<file path="config.mk">
export PLATFORM = sky130hd
export DESIGN_NAME = trng_task_event
export DESIGN_NICKNAME = d
export VERILOG_FILES = /design/src/rtl/trng_task_event.sv
export SDC_FILE = /design/constraint.sdc
export NUM_CORES = 1
export LEC_CHECK = 0
export ABC_AREA = 1
export ABC_CLOCK_PERIOD_IN_PS = 2950
export BUFFER_PORTS_ARGS = -buffer_cell sky130_fd_sc_hd__buf_2
export CORE_MARGIN = 2
export CORE_UTILIZATION = 57
export CTS_BUF_LIST = sky130_fd_sc_hd__clkbuf_8
export CTS_CLUSTER_SIZE = 8
export DETAILED_ROUTE_END_ITERATION = 16
export PLACE_DENSITY = 0.95
export SYNTH_ARGS = -nofsm -noshare
export SYNTH_HDL_FRONTEND = slang
export SYNTH_SLANG_ARGS = --single-unit
export TNS_END_PERCENT = 100
</file>
<file path="constraint.sdc">
create_clock -name clk -period 2.95 [get_ports clk]
set_input_delay 0.1475 -clock clk [delete_from_list [all_inputs] [get_ports clk]]
set_output_delay 0.1475 -clock clk [all_outputs]
set_load 0.01 [all_outputs]
</file>
<file path="src/rtl/trng_task_event.sv">
module trng_task_event #(
  parameter int          AW            = 12,
  parameter int          CYCLES_PER_US = 2,
  parameter int          RAW_US        = 167,
  parameter int          FILT_US       = 660,
  parameter logic [15:0] SEED          = 16'hACE1
) (
  input  logic          clk,
  input  logic          rst_n,
  input  logic          bus_wr,
  input  logic [AW-1:0] bus_addr,
  input  logic [31:0]   bus_wdata,
  output logic [31:0]   bus_rdata,
  input  logic          trig_start_i,
  input  logic          trig_stop_i,
  output logic          ready_evt_o,
  output logic          irq_o
);
  localparam int RAW_CYC  = RAW_US * CYCLES_PER_US;
  localparam int FILT_CYC = FILT_US * CYCLES_PER_US;
  localparam int MAX_CYC  = (RAW_CYC > FILT_CYC) ? RAW_CYC : FILT_CYC;
  localparam int CW       = $clog2(MAX_CYC + 1);
  localparam logic [CW-1:0] RAW_LOAD  = CW'(RAW_CYC - 1);
  localparam logic [CW-1:0] FILT_LOAD = CW'(FILT_CYC - 1);
  localparam logic [CW-1:0] MAX_LOAD  = CW'(MAX_CYC - 1);

  localparam logic [AW-1:0] OFF_START = AW'(12'h000);
  localparam logic [AW-1:0] OFF_STOP  = AW'(12'h004);
  localparam logic [AW-1:0] OFF_EVT   = AW'(12'h100);
  localparam logic [AW-1:0] OFF_SHORT = AW'(12'h200);
  localparam logic [AW-1:0] OFF_IEN   = AW'(12'h300);
  localparam logic [AW-1:0] OFF_ISET  = AW'(12'h304);
  localparam logic [AW-1:0] OFF_ICLR  = AW'(12'h308);
  localparam logic [AW-1:0] OFF_CFG   = AW'(12'h504);
  localparam logic [AW-1:0] OFF_VAL   = AW'(12'h508);

  logic          active, evt_q, short_q, ien_q, filt_q, pulse_q;
  logic [7:0]    value_q;
  logic [15:0]   lfsr;
  logic [CW-1:0] cnt;

  wire wr_hit_start = bus_wr && bus_addr == OFF_START && bus_wdata == 32'd1;
  wire wr_hit_stop  = bus_wr && bus_addr == OFF_STOP  && bus_wdata == 32'd1;
  wire start_trig   = wr_hit_start || trig_start_i;
  wire stop_trig    = wr_hit_stop  || trig_stop_i;
  wire expire       = active && cnt == '0 && !start_trig && !stop_trig;
  wire [CW-1:0] reload = filt_q ? FILT_LOAD : RAW_LOAD;
  wire lfsr_fb = lfsr[15] ^ lfsr[13] ^ lfsr[12] ^ lfsr[10];

  always_ff @(posedge clk) begin
    if (!rst_n) begin
      lfsr    <= SEED;
      active  <= 1'b0;
      cnt     <= '0;
      value_q <= '0;
      pulse_q <= 1'b0;
    end else begin
      lfsr    <= {lfsr[14:0], lfsr_fb};
      pulse_q <= 1'b0;
      if (stop_trig) begin
        active <= 1'b0;
      end else if (start_trig) begin
        active <= 1'b1;
        cnt    <= reload;
      end else if (expire) begin
        value_q <= lfsr[7:0];
        pulse_q <= 1'b1;
        if (short_q) active <= 1'b0;
        else         cnt    <= reload;
      end else if (active) begin
        cnt <= cnt - 1'b1;
      end
    end
  end

  always_ff @(posedge clk) begin
    if (!rst_n) begin
      evt_q   <= 1'b0;
      short_q <= 1'b0;
      ien_q   <= 1'b0;
      filt_q  <= 1'b0;
    end else begin
      if (expire)
        evt_q <= 1'b1;
      else if (bus_wr && bus_addr == OFF_EVT && bus_wdata == 32'd0)
        evt_q <= 1'b0;
      if (bus_wr) begin
        case (bus_addr)
          OFF_SHORT: short_q <= bus_wdata[0];
          OFF_IEN:   ien_q   <= bus_wdata[0];
          OFF_ISET:  if (bus_wdata[0]) ien_q <= 1'b1;
          OFF_ICLR:  if (bus_wdata[0]) ien_q <= 1'b0;
          OFF_CFG:   filt_q  <= bus_wdata[0];
          default: ;
        endcase
      end
    end
  end

  always_comb begin
    bus_rdata = '0;
    case (bus_addr)
      OFF_EVT:                    bus_rdata[0]   = evt_q;
      OFF_SHORT:                  bus_rdata[0]   = short_q;
      OFF_IEN, OFF_ISET, OFF_ICLR: bus_rdata[0]  = ien_q;
      OFF_CFG:                    bus_rdata[0]   = filt_q;
      OFF_VAL:                    bus_rdata[7:0] = value_q;
      default: ;
    endcase
  end

  assign ready_evt_o = pulse_q;
  assign irq_o       = ien_q & evt_q;
endmodule


</file>
==> metrics.md <==
| Metric | Value |
|---|---|
| Leak | `0.00162 uW` |
| Reg clk slew, reported paths | `about 90 ps` |
| Top-count cell post-synth | `nand2_1` |
| Die Wd | `71.1 um` |
| Syn. warnings | `0` |
| Clock power frac | `39.7%` |
| Largest net degree at the start of global routing | `33` |
| Critical Path End Type | `flop` |
| Outcome | `finished, final reports clean` |
| Clock Path Buffers | `2` |
| Clock Skews | `8.47 ps` |
| Die Ht | `just over 70 um` |
| Vias in the first global route | `2312` |
| Gpl congestion | `approximately 0.85` |
| Hold Slack | `188 ps` |
| Routed wl met3 | `between 300 and 400 um` |
| Detailed Routing Iterations Pass 1 | `6` |
| Post-CTS Setup Inserts | `0` |
| CTS tree | `built` |
| Period utilization | `a little under two thirds` |
| Worst Hold Endpoint | `filt_q` |
| Area Growth Syn to Fin | `14.5%` |
| Num ports | `83` |
| Layout cells sized above 1 | `21.0%` |
| Routed WL per cell | `about 11 um` |
| Worst Max-Slew Pin Slew | `561 ps` |
| Worst min path class | `in2reg` |
| Reg-to-reg critical path startpoint | `cnt[0]` |
| Reg2Reg Depth | `11` |
| Dpl ws | `~1100 ps` |
| CP required | `3160 ps` |
| Post-cts sizing count | `0` |
| Max-cap violations | `0` |
| Clock Latency Late Sink | `300 ps` |
| CP Class | `reg2reg` |
| DRT met1 WL | `2130 um` |
| Maximum vdd drop | `0.409 mV` |
| Synth top area share | `between 30% and 40%` |
| Initial antenna violation count | `0` |
| Crit path launch type | `flop` |
| Core area | `4350 um^2` |
| Starting DRT DRC Count | `between 100 and 150` |
| Routed WL | `5500 um` |
| Switch share | `27.2%` |
| Final Hold Vio Count | `0` |
| Max_slew headroom | `62.2%` |
| Post-synth EDFFs | `0` |
| H-tree depth | `2` |
| Synth cell types | `35` |
| Nets@finish | `503` |
| RSZ-0062 raised after global routing | `no` |
| Syn_area_per_cell | `6.55 um^2` |
| Total grt overflow | `0` |
| Cts bufs inserted | `5` |
| Setup TNS | `0 ps` |
| Initial Utilization | `about three fifths` |
| PwrDens | `around 470 nW/um^2` |
| Post-synthesis sequential area ratio | `32.0%` |
| Crit Reg-Reg Endpoint | `cnt[10]` |
| Clock sinks | `between 40 and 50` |
| Clock Tree Root | `clkbuf_8` |
| Primary FF master, synth | `dfxtp_1` |
| Post-route minimum period | `approximately 1900 ps` |
| Sequential share of power | `43.1%` |
| DIE AREA | `5050 um^2` |
| Critical path arrival | `2080 ps` |
| Sw power | `roughly 380 uW` |
| Worst hold path stage count | `3` |
| Synth async-reset ratio | `0%` |
| Top cell type by total area after synthesis | `dfxtp_1` |
| Port buffer count | `between 50 and 60` |
| # hold bufs at CTS | `0` |
| Final Worst Setup Slack | `1070 ps` |
| Comb pwr share | `17.2%` |
| Top post-synthesis cells by count | `79 x nand2_1, 76 x inv_1, 64 x nor2_1` |
| FP Rows | `24` |
| Max-slew violations | `0` |
| N_diodes | `0` |
| Mapped cell area | `~2600 um^2` |
| DRC | `0` |
| Fin cells | `505` |
| Internal power | `1010 uW` |
| # setup viols final | `0` |
| Fill cells | `360` |
| Ranking of synthesized cells by area | `dfxtp_1 32%, nand2_1 12%, inv_1 11%` |
| Register bit total from synthesis | `41` |
| Routed vias/inst | `4.86` |
| Detail Placement HPWL | `about 4300 um` |
| Hold Startpoint | `bus_wdata[0]` |
| ANT nets after route | `0` |
| Post-Synthesis Cells | `392` |
| Gr usage total | `23.7%` |
| CP Max Fanout | `19` |
| Cell count after placement | `497` |
| Via Count | `2455` |
| Reg-to-reg setup timing slack | `about 1100 ps` |
| Highest metal used | `met4` |
| Fmax achieved | `533 MHz` |
| DR WL met2 | `2880 um` |
| Total Power | `1390 uW` |
| First-pass GRT wire length | `9630 um` |
==> routing by layer <==
layer	GRT usage, %	up-vias
met2	43.5	94
met5	0	-
met4	10.5	0
li1	-	1255
met1	26.0	1090
met3	5.27	16
==> flip-flops by register name (all words and copies together) (netlist names) <==
| register | flops |
|---|---|
| value_q | 8 |
| ready_evt_o | 1 |
| short_q | 1 |
| ien_q | 1 |
| active | 1 |
| filt_q | 1 |
| cnt | 11 |
| evt_q | 1 |
| lfsr | 16 |
==> worst max-delay path, cell delays in order (launching register included) <==
cell and delay [ps]:
dfxtp_1 320, inv_1 110, ha_1 190, nand3_2 100, nor3_4 210, nand3_4 160, nor2_8 190, nand2_4 90
nand3_4 190, nand2_1 100, nand2_1 80, nor2_1 50
==> worst max-delay path by stage <==
stage	startpoint	slack, ps	cells past startpoint	end
floorplan	cnt[0]	1280	12	cnt[6]
global placement	cnt[0]	1210	11	cnt[0]
detailed placement	cnt[0]	1100	11	cnt[10]
CTS	cnt[0]	1080	11	cnt[10]
global route	cnt[0]	920	11	cnt[9]
finish	cnt[0]	1070	11	cnt[10]
==> power by group through the flow <==
| stage | Sequential (uW) | Clock, uW | Combinational (uW) |
|---|---|---|---|
| floorplan | 608 | 0 | 195 |
| global placement | 611 | 0 | 223 |
| detailed placement | 612 | 0 | 235 |
| CTS | 600 | 561 | 239 |
| global route | 603 | 585 | 272 |
| finish | 600 | 552 | 239 |
==> placed cells by master (no fill, tap or decap), types with 2 or more instances in the layout <==
master	synthesis	final
nand3_2	3	3
nand2_4	2	2
nand2_1	79	79
a211oi_1	4	4
nor2_2	5	5
buf_2	1	58
bufinv_16	0	2
ha_1	2	2
nand3_1	22	22
dfxtp_1	41	41
or2_2	4	4
nand4_1	8	8
conb_1	1	24
xor2_1	9	9
nor3_1	3	3
nand3_4	2	2
nand2_2	2	2
inv_1	76	76
xnor2_1	2	2
inv_2	5	5
o21ai_0	11	11
clkbuf_8	0	5
a21oi_1	8	8
nand3b_1	2	2
nor2_1	64	64
==> through the flow <==
| stage | cell area (um^2) | utilization [%] |
|---|---|---|
| after floorplan | 2650 | - |
| after global placement | 2800 | 64.3 |
| after detailed placement | 2800 | 64.3 |
| after CTS | 2940 | 67.5 |
| after global routing | 2940 | 67.5 |
| final | 2940 | 67.5 |
==> cell type report <==
class / instances / area (um^2) / area share [%]
clock inverters: 3 / 68.8 / 2.34
flip-flops and latches: 41 / 821 / 27.9
well taps: 52 / 65.1 / 2.21
inverters: 83 / 314 / 10.7
repair buffers: 58 / 290 / 9.88
clock buffers: 5 / 68.8 / 2.34
multi-input cells: 263 / 1310 / 44.6
==> logic make-up after synthesis <==
| logic type | Yosys count | synth area share (%) |
|---|---|---|
| and+or+nand+nor | 201 | 37.3 |
| buffers and inverters | 111 | 20.3 |
| DFF | 41 | 32.0 |
| AOI/OAI and AO/OA | 25 | 5.51 |
| xor gates and xnor gates | 11 | 3.75 |
| adders and majority gates | 2 | 0.975 |
| other | 1 | 0.146 |
Note: power is estimated with default switching activity, not from simulation.
